$ cat src/rtl/ovt_pkg.sv
package ovt_pkg;
  localparam int WIN_W = 6;

  typedef enum logic [WIN_W-1:0] {
    OFS_STAT = 6'h00,
    OFS_VAL  = 6'h04,
    OFS_CTRL = 6'h10,
    OFS_CFG  = 6'h20,
    OFS_DIV  = 6'h24,
    OFS_INIT = 6'h28
  } ofs_e;

  typedef struct packed {
    logic start;
    logic hold;
  } ctrl_t;

  typedef struct packed {
    logic irq_en;
    logic en;
  } cfg_t;

  // prescale phase has reached the divider limit
  function automatic logic prescale_hit(input logic [31:0] phase, input logic [31:0] limit);
    return phase >= limit;
  endfunction

  // counter step with carry-out in the top bit
  function automatic logic [32:0] count_step(input logic [31:0] cur);
    return {1'b0, cur} + 33'd1;
  endfunction
endpackage

$ cat src/rtl/ovt_prescaler.sv
module ovt_prescaler #(
  parameter int CW = 32
) (
  input  logic          clk,
  input  logic          rst_n,
  input  logic          clr,
  input  logic          adv,
  input  logic [CW-1:0] div,
  output logic          tick
);
  import ovt_pkg::*;

  logic [CW-1:0] phase_q;
  logic          hit;

  assign hit  = prescale_hit(32'(phase_q), 32'(div));
  assign tick = adv && hit;

  always_ff @(posedge clk or negedge rst_n) begin
    if (!rst_n) begin
      phase_q <= '0;
    end else if (clr) begin
      phase_q <= '0;
    end else if (adv) begin
      if (hit) phase_q <= '0;
      else     phase_q <= phase_q + CW'(1);
    end
  end
endmodule

$ cat src/rtl/ovt_channel.sv
module ovt_channel #(
  parameter int CW = 32
) (
  input  logic          clk,
  input  logic          rst_n,
  input  logic          wr_stat,
  input  logic          wr_ctrl,
  input  logic          wr_cfg,
  input  logic          wr_div,
  input  logic          wr_init,
  input  logic [CW-1:0] wdata,
  output logic          flag_q,
  output logic [CW-1:0] cnt_q,
  output logic [1:0]    ctrl_bits,
  output logic [1:0]    cfg_bits,
  output logic [CW-1:0] div_q,
  output logic [CW-1:0] init_q,
  output logic          wrap_ev,
  output logic          run_ev
);
  import ovt_pkg::*;

  ctrl_t         ctrl_q;
  cfg_t          cfg_q;
  logic          hold;
  logic          tick;
  logic [32:0]   step;

  assign hold    = ctrl_q.hold;
  assign run_ev  = ctrl_q.start && !ctrl_q.hold && cfg_q.en;
  assign step    = count_step(32'(cnt_q));
  assign wrap_ev = tick && step[CW];

  assign ctrl_bits = ctrl_q;
  assign cfg_bits  = cfg_q;

  ovt_prescaler #(.CW(CW)) u_pre (
    .clk  (clk),
    .rst_n(rst_n),
    .clr  (hold),
    .adv  (run_ev),
    .div  (div_q),
    .tick (tick)
  );

  always_ff @(posedge clk or negedge rst_n) begin
    if (!rst_n) begin
      ctrl_q <= '0;
      cfg_q  <= '0;
      div_q  <= '0;
      init_q <= '0;
    end else begin
      if (wr_ctrl) ctrl_q <= ctrl_t'(wdata[1:0]);
      if (wr_cfg)  cfg_q  <= cfg_t'(wdata[1:0]);
      if (wr_div)  div_q  <= wdata;
      if (wr_init) init_q <= wdata;
    end
  end

  always_ff @(posedge clk or negedge rst_n) begin
    if (!rst_n)    cnt_q <= '0;
    else if (hold) cnt_q <= init_q;
    else if (tick) cnt_q <= step[CW-1:0];
  end

  always_ff @(posedge clk or negedge rst_n) begin
    if (!rst_n)                   flag_q <= 1'b0;
    else if (wrap_ev)             flag_q <= 1'b1;
    else if (wr_stat && wdata[0]) flag_q <= 1'b0;
  end
endmodule

$ cat src/rtl/ovt_top.sv
module ovt_top #(
  parameter int NCH = 2,
  parameter int CW  = 32,
  localparam int AW = $clog2(NCH) + ovt_pkg::WIN_W
) (
  input  logic           clk,
  input  logic           rst_n,
  input  logic           bus_wr,
  input  logic [AW-1:0]  bus_addr,
  input  logic [CW-1:0]  bus_wdata,
  output logic [CW-1:0]  bus_rdata,
  output logic [NCH-1:0] irq
);
  import ovt_pkg::*;

  logic [NCH-1:0]    flag_v;
  logic [NCH-1:0]    wrap_v;
  logic [NCH-1:0]    run_v;
  logic [NCH-1:0]    ch_sel;
  logic [2*NCH-1:0]  ctrl_v;
  logic [2*NCH-1:0]  cfg_v;
  logic [NCH*CW-1:0] cnt_v;
  logic [NCH*CW-1:0] div_v;
  logic [NCH*CW-1:0] init_v;
  logic [WIN_W-1:0]  ofs;
  logic [AW-1:0]     ch_idx;

  assign ofs    = bus_addr[WIN_W-1:0];
  assign ch_idx = bus_addr >> WIN_W;

  for (genvar c = 0; c < NCH; c++) begin : g_ch
    logic sel_w;
    assign sel_w     = ch_sel[c] && bus_wr;
    assign ch_sel[c] = (ch_idx == AW'(c));

    ovt_channel #(.CW(CW)) u_ch (
      .clk      (clk),
      .rst_n    (rst_n),
      .wr_stat  (sel_w && ofs == OFS_STAT),
      .wr_ctrl  (sel_w && ofs == OFS_CTRL),
      .wr_cfg   (sel_w && ofs == OFS_CFG),
      .wr_div   (sel_w && ofs == OFS_DIV),
      .wr_init  (sel_w && ofs == OFS_INIT),
      .wdata    (bus_wdata),
      .flag_q   (flag_v[c]),
      .cnt_q    (cnt_v[c*CW +: CW]),
      .ctrl_bits(ctrl_v[2*c +: 2]),
      .cfg_bits (cfg_v[2*c +: 2]),
      .div_q    (div_v[c*CW +: CW]),
      .init_q   (init_v[c*CW +: CW]),
      .wrap_ev  (wrap_v[c]),
      .run_ev   (run_v[c])
    );

    assign irq[c] = flag_v[c] && cfg_v[2*c] && cfg_v[2*c+1];
  end

  always_comb begin
    bus_rdata = '0;
    for (int c = 0; c < NCH; c++) begin
      if (ch_sel[c]) begin
        case (ofs)
          OFS_STAT: bus_rdata = CW'(flag_v[c]);
          OFS_VAL:  bus_rdata = cnt_v[c*CW +: CW];
          OFS_CTRL: bus_rdata = CW'(ctrl_v[2*c +: 2]);
          OFS_CFG:  bus_rdata = CW'(cfg_v[2*c +: 2]);
          OFS_DIV:  bus_rdata = div_v[c*CW +: CW];
          OFS_INIT: bus_rdata = init_v[c*CW +: CW];
          default:  bus_rdata = '0;
        endcase
      end
    end
  end
endmodule

$ cat config.mk
export PLATFORM = sky130hd
export DESIGN_NAME = ovt_top
export DESIGN_NICKNAME = d
export VERILOG_FILES = /design/src/rtl/ovt_pkg.sv /design/src/rtl/ovt_prescaler.sv /design/src/rtl/ovt_channel.sv /design/src/rtl/ovt_top.sv
export SDC_FILE = /design/constraint.sdc
export NUM_CORES = 1
export LEC_CHECK = 0
export BUFFER_PORTS_ARGS = -buffer_cell sky130_fd_sc_hd__buf_2
export CORE_MARGIN = 3
export CORE_UTILIZATION = 30
export CTS_CLUSTER_DIAMETER = 30
export DETAILED_ROUTE_END_ITERATION = 16
export MAX_ROUTING_LAYER = met4
export PLACE_DENSITY = 0.58
export REMOVE_ABC_BUFFERS = 1
export SYNTH_ARGS = -nofsm -noshare
export SYNTH_HDL_FRONTEND = slang
export SYNTH_HIERARCHICAL = 1
export SYNTH_SLANG_ARGS = --single-unit
$ cat constraint.sdc
create_clock -name clk -period 3.5 [get_ports clk]
set_input_delay 0.35 -clock clk [delete_from_list [all_inputs] [get_ports clk]]
set_output_delay 0.35 -clock clk [all_outputs]
set_load 0.01 [all_outputs]
==> run metrics, run 1 <==
antenna viol nets, final 0; nets 1988; Via density about 5.6; Boundary Pins 76; Mean Syn Cell Area 9.88 µm²; TritonCTS clock tree built; Synth Instances 1665; Arrival @ worst endpoint between 3 and 4 ns; Seq/Total Area, Yosys 40.4%; Initial Utilization 30.5%; GRT overflow 0; Max clock buf depth 3; setup_tns 0 ns; yosys warns 6; ys flop type dfrtp_1; Die X approximately 240 µm; maxcap violations 0; first-pass GRT wire length 82.7 mm; post-DP HPWL 37.1 mm; Achievable Freq 0.292 GHz; Tmin final 3.42 ns; CTS Buf Count 79; period utilization 97.8%; H-tree Lvls 3; unrepaired setup endpoints after global routing true; Post-synth EDFFs 0; Synth Cell Area roughly 16000 µm²; VDD IR max 0.000355 V; Pleak 0.00912 µW; post-synth cell types 67; total wire length approximately 53 mm; multi-input logic area 9040 µm²; Synth Register Bits 266; share of the synthesized area in the top cell type 40.4%; Synth area leader dfrtp_1; initial antenna violation count 2; Routed wire per std cell 20.2 µm; startpoint types register; Critical Path RT 3.91 ns; die area ~58000 µm²; relative slew slack 34.1%; Cell Count, Final, Fillers Out roughly 2600; CTS Sinks 266; Worst Hold Class in -> reg; final setup fails 0; pwr dens 552 nW/µm²; largest net degree at the start of global routing 109; row cnt 85; latest clock arrival within the worst-skew pair 0.58 ns; via count 14833; number of port buffers 75; final hold viol count 0; layout cell share with drive strength beyond 1 30.0%; clk root buf clkbuf_16; vias in the first global route 14416; chip height 240 µm; max-slew violation count 0; number of fill cells 5222; register area 6660 µm²; Worst Setup Path Type reg -> reg; Worst Tran Pin Value approximately 0.99 ns; asr flop ratio synth 100%; GRT Overall Usage 18.8%; CP endpoint kind register; Clock transition at path regs 0.04 ns; final weighted congestion in routability-driven placement 0.917; Core ar. 54000 µm²; drt first pass iters 6; synth top area cells dfrtp_1 (40%), mux2_2 (9.5%), ha_1 (5.2%); worst clock skew 0.0234 ns; placed insts 2470; Area Overhead vs Synth 29.1%; DRC 0; status completed; number of DRC markers in iteration 0 1728; crit-path max FO 5
## cell usage in the layout, fill, tap and decap left out, types with 24 or more instances in the layout
cell,Yosys,final
nor4_1,27,27
xnor2_1,24,24
mux2_2,139,139
a222oi_1,60,60
nor2_1,88,83
buf_2,22,74
nor3_1,42,38
inv_1,90,87
o21ai_0,51,50
clkbuf_16,0,81
nand2_1,140,140
buf_4,4,152
nand4_1,66,66
dfrtp_1,266,263
mux2i_1,38,38
and3_1,33,30
ha_1,68,60
nand3_1,64,64
a31oi_1,64,64
o31ai_1,30,30
a21oi_1,35,33
or4_1,28,24
## cell type report
| class | instances | area share, % |
|---|---|---|
| Timing Repair Buffer | 236 | 7.86 |
| Tap cell | 696 | 4.10 |
| Multi-Input combinational cell | 1204 | 42.5 |
| Clock buffer | 111 | 11.0 |
| Clock inverter | 25 | 1.59 |
| Sequential cell | 266 | 31.3 |
| Antenna cell | 1 | 0.0118 |
| Inverter | 91 | 1.61 |
## worst max-delay path: stages (launching register included)
cell and delay (ns):
dfrtp_1 0.36, inv_2 0.05, ha_4 0.26, nand4_1 0.12, or4_1 0.53, a311o_1 0.37, a21oi_2 0.15, buf_4 0.14
buf_4 0.13, nand4_1 0.25, buf_4 0.25, nor4_1 0.36, xnor2_1 0.17, o21ai_0 0.09
## metal layers
metal | vias up | track usage (%) | part of all wire, %
li1 | 6840 | - | -
met1 | 7335 | 23.8 | 43
met2 | 542 | 30.5 | 49
met3 | 116 | 3.07 | 5.3
met4 | 0 | 6.56 | 3.1
met5 | - | - | 0
## where the power goes
| part | leakage, µW | internal, µW | switching, µW | total (µW) |
|---|---|---|---|---|
| clock | 0.00131 | 5060 | 2000 | 7060 |
| combinational | 0.00419 | 438 | 615 | 1050 |
| sequential | 0.00362 | 3330 | 299 | 3620 |
| total | 0.00912 | 8830 | 2910 | 11700 |
## worst paths after layout
path / from / endpoint / slack (ns) / cells after the start
min in group asynchronous: rst_n / g_ch[0].u_ch/u_pre/phase_q[25]$_DFFE_PN0P_ / 0.47 / 2
setup / recovery: g_ch[0].u_ch/div_q[30]$_DFFE_PN0P_ / g_ch[0].u_ch/cnt_q[13]$_DFFE_PN0P_ / 0.08 / 13
hold reg to reg: g_ch[1].u_ch/init_q[3]$_DFFE_PN0P_ / g_ch[1].u_ch/cnt_q[3]$_DFFE_PN0P_ / 0.50 / 2
max in group asynchronous: rst_n / g_ch[1].u_ch/cnt_q[25]$_DFFE_PN0P_ / 2.07 / 3
hold / removal: bus_wdata[10] / g_ch[1].u_ch/init_q[10]$_DFFE_PN0P_ / 0.07 / 2
setup reg to reg: g_ch[0].u_ch/div_q[30]$_DFFE_PN0P_ / g_ch[0].u_ch/cnt_q[13]$_DFFE_PN0P_ / 0.08 / 13
## through the flow
stage / hold WS (ns) / worst slack, ns / utilization [%] / power (µW) / instance area (µm²)
after global routing: 0.0547 / -0.0535 / 39.3 / 12200 / 21200
after CTS: 0.0479 / 0.00351 / 38.8 / 11800 / 21000
after detailed placement: 0.491 / -0.160 / 33.7 / 4630 / 18200
final: 0.0731 / 0.0771 / 39.3 / 11700 / 21200
after global placement: 0.486 / -0.0744 / 33.7 / 4600 / 18200
after floorplan: 0.0544 / -1.45 / - / 4140 / 15800
## sequential cells by signal, summed over array words and instances, names as in the netlist
name,cells
g_ch.u_ch/cfg_bits,4
g_ch.u_ch/flag_q,2
g_ch.u_ch/cnt_q,64
g_ch.u_ch/u_pre/phase_q,64
g_ch.u_ch/hold,2
g_ch.u_ch/init_q,64
g_ch.u_ch/ctrl_bits,2
g_ch.u_ch/div_q,64
## synthesized netlist by cell type, types with 5 or more instances
master / n
nor3b_1: 8
nor4_1: 27
a21oi_1: 35
nand2_1: 140
o21ai_0: 51
dfrtp_1: 266
nand4_1: 66
o41ai_1: 8
a222oi_1: 60
buf_6: 21
xor2_1: 8
nand3b_1: 5
a32oi_1: 8
mux2i_1: 38
buf_2: 22
nand3_1: 64
mux2_2: 139
or4_1: 28
nor3_1: 42
nand2b_1: 22
and3_1: 33
o31ai_1: 30
a21o_1: 8
and2_1: 9
inv_1: 90
or3_1: 14
xnor2_1: 24
nand4_2: 10
buf_1: 12
o221ai_1: 10
clkbuf_1: 41
nor2_1: 88
a31oi_1: 64
ha_1: 68
o211ai_1: 8
a221oi_2: 6
nor2b_1: 11
o2111ai_1: 12
## cell families (layout without fill, tap and decap cells)
| family | Yosys count | after routing | synth area share, % |
|---|---|---|---|
| buffers and inverters | 195 | 463 | 5.91 |
| flip-flops | 266 | 266 | 40.4 |
| multiplexers | 177 | 177 | 11.8 |
| other | 0 | 1 | 0 |
| AO/OA/AOI/OAI | 323 | 323 | 14.5 |
| XOR/XNOR | 32 | 32 | 1.70 |
| adder cells (fa/ha/maj) | 68 | 68 | 5.17 |
| AND/OR/NAND/NOR | 604 | 604 | 20.4 |
## timing repair
item	4_1_cts	5_1_grt
endpoints found under the setup margin	10	16
hold endpoints to repair	103	0
gates resized for setup	7	22
pin swaps	9	32
buffers inserted	5	17
hold buffers	1	0
Note: power is estimated with default switching activity, not from simulation.
==> run 2, diff against run 1 <==
SYNTH_HIERARCHICAL = default   (was 1)
==> run 2 against run 1 <==
Compared with the run above: sequential share of layout area rose by 3.1 points; area after synthesis fell by 6.1%; worst setup slack improved by 0.29 ns; sequential power rose by 2%; first-iteration DRC count fell by 20%; clock skew fell by 0.0014 ns; utilization fell by 1.1 points; critical path depth fell by 4; flip-flop and latch count did not move; design area fell by 9.0%; via count fell by 6.0%; combinational power fell by 15%.
==> run metrics, run 2 <==
CTS Sinks about 270; Max clock buf depth 3; unrepaired setup endpoints after global routing false; final weighted congestion in routability-driven placement 0.887; number of DRC markers in iteration 0 approximately 1400; layout cell share with drive strength beyond 1 a little under a fifth; relative slew slack 29.4%; share of the synthesized area in the top cell type 43.1%; Pleak 0.00859 µW; worst clock skew roughly 0.022 ns; TritonCTS clock tree built; post-DP HPWL 35.3 mm; Achievable Freq 0.319 GHz; die area 54300 µm²; startpoint types register; placed insts 2399; via count 13950; asr flop ratio synth 100%; Boundary Pins 76; CP endpoint kind register; drt first pass iters 5; yosys warns 0; VDD IR max approximately 0.00025 V; Die X 233 µm; Routed wire per std cell between 15 and 20 µm; Post-CTS Setup Inserts 0; synth top area cells dfrtp_1 (43%), nand2_1 (7.0%), mux2_2 (5.7%); initial antenna violation count 4; Slowest cell on crit path a221oi_1; final hold slack 0.0663 ns; DRC 0; clk root buf clkbuf_16; total wire length 49.9 mm; Cell Count, Final, Fillers Out 2533; count leader, synth nand2_1; Critical Path RT approximately 3.9 ns; Synth Cell Area 15500 µm²; chip height 233 µm; crit-path max FO 13; first-pass GRT wire length 78.5 mm; Mean Syn Cell Area a little over 9 µm²; status completed; final hold viol count 0; crit-path max cell delay 0.66 ns; latest clock arrival within the worst-skew pair around 0.57 ns; Synth area leader dfrtp_1; row cnt 82; Core ar. 50600 µm²; max-slew violation count 0; post-layout util 38.2%; post-synth cell types 73; period utilization 89.4%; Post-synth EDFFs 0; Synth Instances 1696; setup_tns 0 ns; commonest non-fill, non-tap cell in the layout nand2_1; GRT overflow 0; Arrival @ worst endpoint approximately 3.6 ns; Clock transition at path regs 0.05 ns; CTS Buf Count 72; Worst Setup Path Type reg -> reg; critical path, cell by cell ha_1, a21oi_1, o21ai_0, a221oi_1, a21oi_2, nor2_1, buf_4, o211ai_1, o311ai_0; Area Overhead vs Synth 25.1%; largest net degree at the start of global routing about 110; WL met2 21.6 mm; most frequent cells in the layout nand2_1 (287), dfrtp_1 (265), o21ai_0 (127); number of port buffers 75; final setup fails 0; Initial Utilization 30.6%; H-tree Lvls 3; GRT Overall Usage 19.0%; Synth Register Bits about 270; PostCTS Resize Cnt 0; ys flop type dfrtp_1; Via density 5.51; PnR Total Power 11300 µW; Worst Hold Class in -> reg; delay-heaviest family, CP compound AO/OA/AOI/OAI gates; Tmin final 3.13 ns; antenna viol nets, final 0; commonest cells in the netlist nand2_1 (287), dfrtp_1 (266), o21ai_0 (128); maxcap violations 0; pwr dens roughly 580 nW/µm²; Worst Tran Pin Value 1.05 ns; number of fill cells 4959; nets 1912; wl on met1 around 23 mm; Seq/Total Area, Yosys a little over two fifths; metal3 WL 3.75 mm; Highest Signal Layer met4; vias in the first global route between 10000 and 15000; multi-input logic area 8090 µm²; register area around 6700 µm²; Bufs and invs on worst path 1
==> run 2: cell count changes in the layout (fill, tap and decap cells not counted), sizes merged, moves of 28 or more <==
| cell | previous run | this run |
|---|---|---|
| nor2 | 90 | 52 |
| a21oi | 35 | 99 |
| a222oi | 60 | 0 |
| o21ai | 53 | 134 |
| nand4 | 78 | 35 |
| nand2 | 142 | 288 |
| mux2 | 139 | 78 |
| mux2i | 38 | 10 |
| a221oi | 6 | 34 |
| buf | 235 | 132 |
| a221o | 2 | 32 |
==> run 2: layout make-up <==
type / count / share of cell area [%]
inverter: 85 / 1.65
tap: 672 / 4.35
clock inverter: 37 / 2.44
sequential: 266 / 34.4
multi-input combinational: 1244 / 41.8
antenna: 4 / 0.0517
clock buffer: 92 / 10.4
timing repair buffer: 133 / 4.90
==> run 2: cell families (layout without fill, tap and decap cells) <==
| group | count (synthesis) | after routing | share of synthesized area (%) |
|---|---|---|---|
| simple gates | 593 | 593 | 18.5 |
| other cells | 0 | 4 | 0 |
| xor+xnor | 28 | 28 | 1.59 |
| flops | 266 | 266 | 43.1 |
| mux | 88 | 88 | 6.33 |
| compound gates | 467 | 467 | 20.2 |
| buf+inv | 186 | 347 | 4.87 |
| fa+ha+maj | 68 | 68 | 5.50 |
==> run 2: worst paths after layout <==
| kind | startpoint | to | slack [ns] | cells after the start |
|---|---|---|---|---|
| setup / recovery | g_ch[0].u_ch.u_pre.phase_q[7]$_DFFE_PN0P_ | g_ch[0].u_ch.cnt_q[19]$_DFFE_PN0P_ | 0.37 | 9 |
| hold / removal | bus_wdata[13] | g_ch[1].u_ch.div_q[13]$_DFFE_PN0P_ | 0.07 | 3 |
| setup reg to reg | g_ch[0].u_ch.u_pre.phase_q[7]$_DFFE_PN0P_ | g_ch[0].u_ch.cnt_q[19]$_DFFE_PN0P_ | 0.37 | 9 |
| hold reg to reg | g_ch[0].u_ch.u_pre.phase_q[20]$_DFFE_PN0P_ | g_ch[0].u_ch.u_pre.phase_q[20]$_DFFE_PN0P_ | 0.50 | 1 |
| max in group asynchronous | rst_n | g_ch[0].u_ch.u_pre.phase_q[12]$_DFFE_PN0P_ | 2.18 | 3 |
| min in group asynchronous | rst_n | g_ch[0].u_ch.u_pre.phase_q[19]$_DFFE_PN0P_ | 0.44 | 2 |
==> run 2: repair_timing <==
action / in CTS / in global routing
hold buffers: 1 / 0
hold endpoints to repair: 101 / 0
setup endpoints to repair: 0 / 0
==> run 2: where the power goes <==
part | switching [µW] | internal, µW
combinational | 545 | 345
sequential | 301 | 3380
clock | 1970 | 4750
==> run 2: layer usage <==
layer / track usage, % / vias to the layer above
met1: 26.6 / 6858
met5: - / -
li1: - / 6525
met3: 4.21 / 91
met2: 27.1 / 476
met4: 6.41 / 0
==> run 2: worst reg2reg max path: stages (launching register included) <==
cell      delay [ns]
dfrtp_1         0.56
ha_1            0.32
a21oi_1         0.13
o21ai_0         0.10
a221oi_1        0.66
a21oi_2         0.13
nor2_1          0.65
buf_4           0.24
o211ai_1        0.08
o311ai_0        0.13
==> run 2: metrics by stage <==
stage / cell area, µm² / setup slack (ns)
floorplan: 15000 / -0.590
finish: 19300 / 0.369
CTS: 19300 / 0.400
detailed placement: 16800 / 0.416
global route: 19300 / 0.101
global placement: 16800 / 0.471
==> run 3, diff against run 2 <==
CORE_MARGIN = 4   (was 3)
==> run 3 against run 2 <==
Compared with the run above: hold slack better by 0.015 ns; sequential share of layout area is 0.54 points higher; register-to-register slack got worse by 0.18 ns; wire length increased by 1.8%; combinational power shrank 0.6%; clock skew increased by 0.0049 ns; largest cell class unchanged.
==> run metrics, run 3 (same netlist as run 2, synthesis figures left out) <==
status completed; nets 1904; commonest non-fill, non-tap cell in the layout nand2_1; PostCTS Resize Cnt 0; CTS Hold Buffers Added 1; critical path, cell by cell ha_1, nand2b_1, a2111o_1, a311oi_1, o22ai_4, buf_4, o21ai_2, buf_4, o2bb2ai_1, mux2_2; Pleak 0.00847 µW; row cnt 82; GRT Overall Usage between 10% and 20%; drt first pass iters 5; Arrival @ worst endpoint roughly 3.8 ns; final setup fails 0; pwr dens 564 nW/µm²; H-tree Lvls 3; number of port buffers 75; startpoint types register; crit-path max FO 19; Bufs and invs on worst path 2; Area Overhead vs Synth 23.2%; Worst Hold Class in -> reg; CTS Sinks about 270; placed insts 2396; Die X 235 µm; CP endpoint kind register; worst clock skew 0.0269 ns; total wire length just over 50 mm; Cell Count, Final, Fillers Out 2514; vias in the first global route 13463; latest clock arrival within the worst-skew pair 0.57 ns; layout cell share with drive strength beyond 1 18.7%; CTS Buf Count 67; maxcap violations 0; Worst Setup Path Type reg -> reg; Routed wire per std cell 20.2 µm; relative slew slack between 30% and 40%; Worst path most repeated cell buf_4; VDD IR max 0.000349 V; period utilization 94.6%; delay-heaviest family, CP compound AO/OA/AOI/OAI gates; Post-CTS Setup Inserts 0; clk root buf clkbuf_16; first-pass GRT wire length around 79 mm; number of DRC markers in iteration 0 1538; pre-CTS WS ~0.3 ns; max-slew violation count 0; post-DP HPWL roughly 36 mm; Max clock buf depth 3; Achievable Freq 0.302 GHz; most frequent cells in the layout nand2_1 (287), dfrtp_1 (265), o21ai_0 (127); Clock transition at path regs 0.04 ns; Via density about 5.6; Initial Utilization a little under a third; Worst Tran Pin Value 1.02 ns; Final Worst Setup Slack around 0.19 ns; DRC 0; Slowest cell on crit path a311oi_1; antenna diode count 0; TritonCTS clock tree built; unrepaired setup endpoints after global routing false; initial antenna violation count 0; Critical Path RT 3.94 ns; Tmin final 3.31 ns; via count approximately 14000; final hold viol count 0; chip height 235 µm; die area 55200 µm²; largest net degree at the start of global routing 88; crit-path max cell delay 0.64 ns; antenna viol nets, final 0; post-layout util 37.7%; GRT overflow 0; final weighted congestion in routability-driven placement 0.896; Boundary Pins 76; Core ar. 50600 µm²
-- run 3: changes by cell type in the layout (fill, tap and decap cells not counted), moves of 4 or more --
| cell | previous run | this run |
|---|---|---|
| clkbuf_1 | 10 | 6 |
| inv_6 | 3 | 8 |
| diode_2 | 4 | 0 |
| clkinvlp_4 | 10 | 5 |
| clkbuf_16 | 75 | 69 |
| bufinv_16 | 10 | 6 |
-- run 3: path summary, 6_finish.rpt --
check	depth (start not counted)	slack, ns	end	from
worst max-delay path	10	0.19	g_ch[1].u_ch.cnt_q[1]$_DFFE_PN0P_	g_ch[1].u_ch.div_q[0]$_DFFE_PN0P_
worst min-delay path	3	0.08	g_ch[1].u_ch.div_q[14]$_DFFE_PN0P_	bus_wdata[14]
worst max register to register	10	0.19	g_ch[1].u_ch.cnt_q[1]$_DFFE_PN0P_	g_ch[1].u_ch.div_q[0]$_DFFE_PN0P_
worst min register to register	2	0.50	g_ch[1].u_ch.cnt_q[29]$_DFFE_PN0P_	g_ch[1].u_ch.init_q[29]$_DFFE_PN0P_
max in group asynchronous	3	2.19	g_ch[1].u_ch.cnt_q[12]$_DFFE_PN0P_	rst_n
min in group asynchronous	2	0.40	g_ch[0].u_ch.init_q[22]$_DFFE_PN0P_	rst_n
-- run 3: power by group --
part	internal (µW)	switching (µW)
Combinational	340	544
Sequential	3380	314
Clock	4210	1950
-- run 3: through the flow --
stage | cell area, µm² | setup TNS (ns) | power, µW | hold slack (ns)
5_1_grt | 19000 | 0 | 11100 | 0.0784
2_1_floorplan | 15000 | -53.02 | 4140 | 0.0544
4_1_cts | 19000 | 0 | 10800 | 0.0630
6_report | 19000 | 0 | 10700 | 0.0813
3_3_place_gp | 16800 | 0 | 4580 | 0.425
3_5_place_dp | 16800 | 0 | 4600 | 0.429
-- run 3: layer usage --
metal	GRT usage (%)	part of all wire, %	vias to the layer above
li1	-	-	6485
met1	26.9	49	6860
met2	24.4	41	585
met3	4.17	7.4	97
met4	6.37	3.1	0
met5	-	0	-
-- run 3: layout make-up --
type	instances	area (µm²)
Fill cell	5042	31500
Multi-Input combinational cell	1244	8090
Sequential cell	266	6660
Clock buffer	84	1870
Timing Repair Buffer	130	901
Tap cell	672	841
Clock inverter	33	369
Inverter	85	319
-- run 3: worst reg2reg max path, delay by kind of cell, from the launching register on --
family | cells | cell delay (ns)
adder cells (fa/ha/maj) | 1 | 0.31
AND/OR/NAND/NOR | 1 | 0.14
buffers and inverters | 2 | 0.50
flip-flops | 1 | 0.44
multiplexers | 1 | 0.26
AO/OA/AOI/OAI | 5 | 1.54
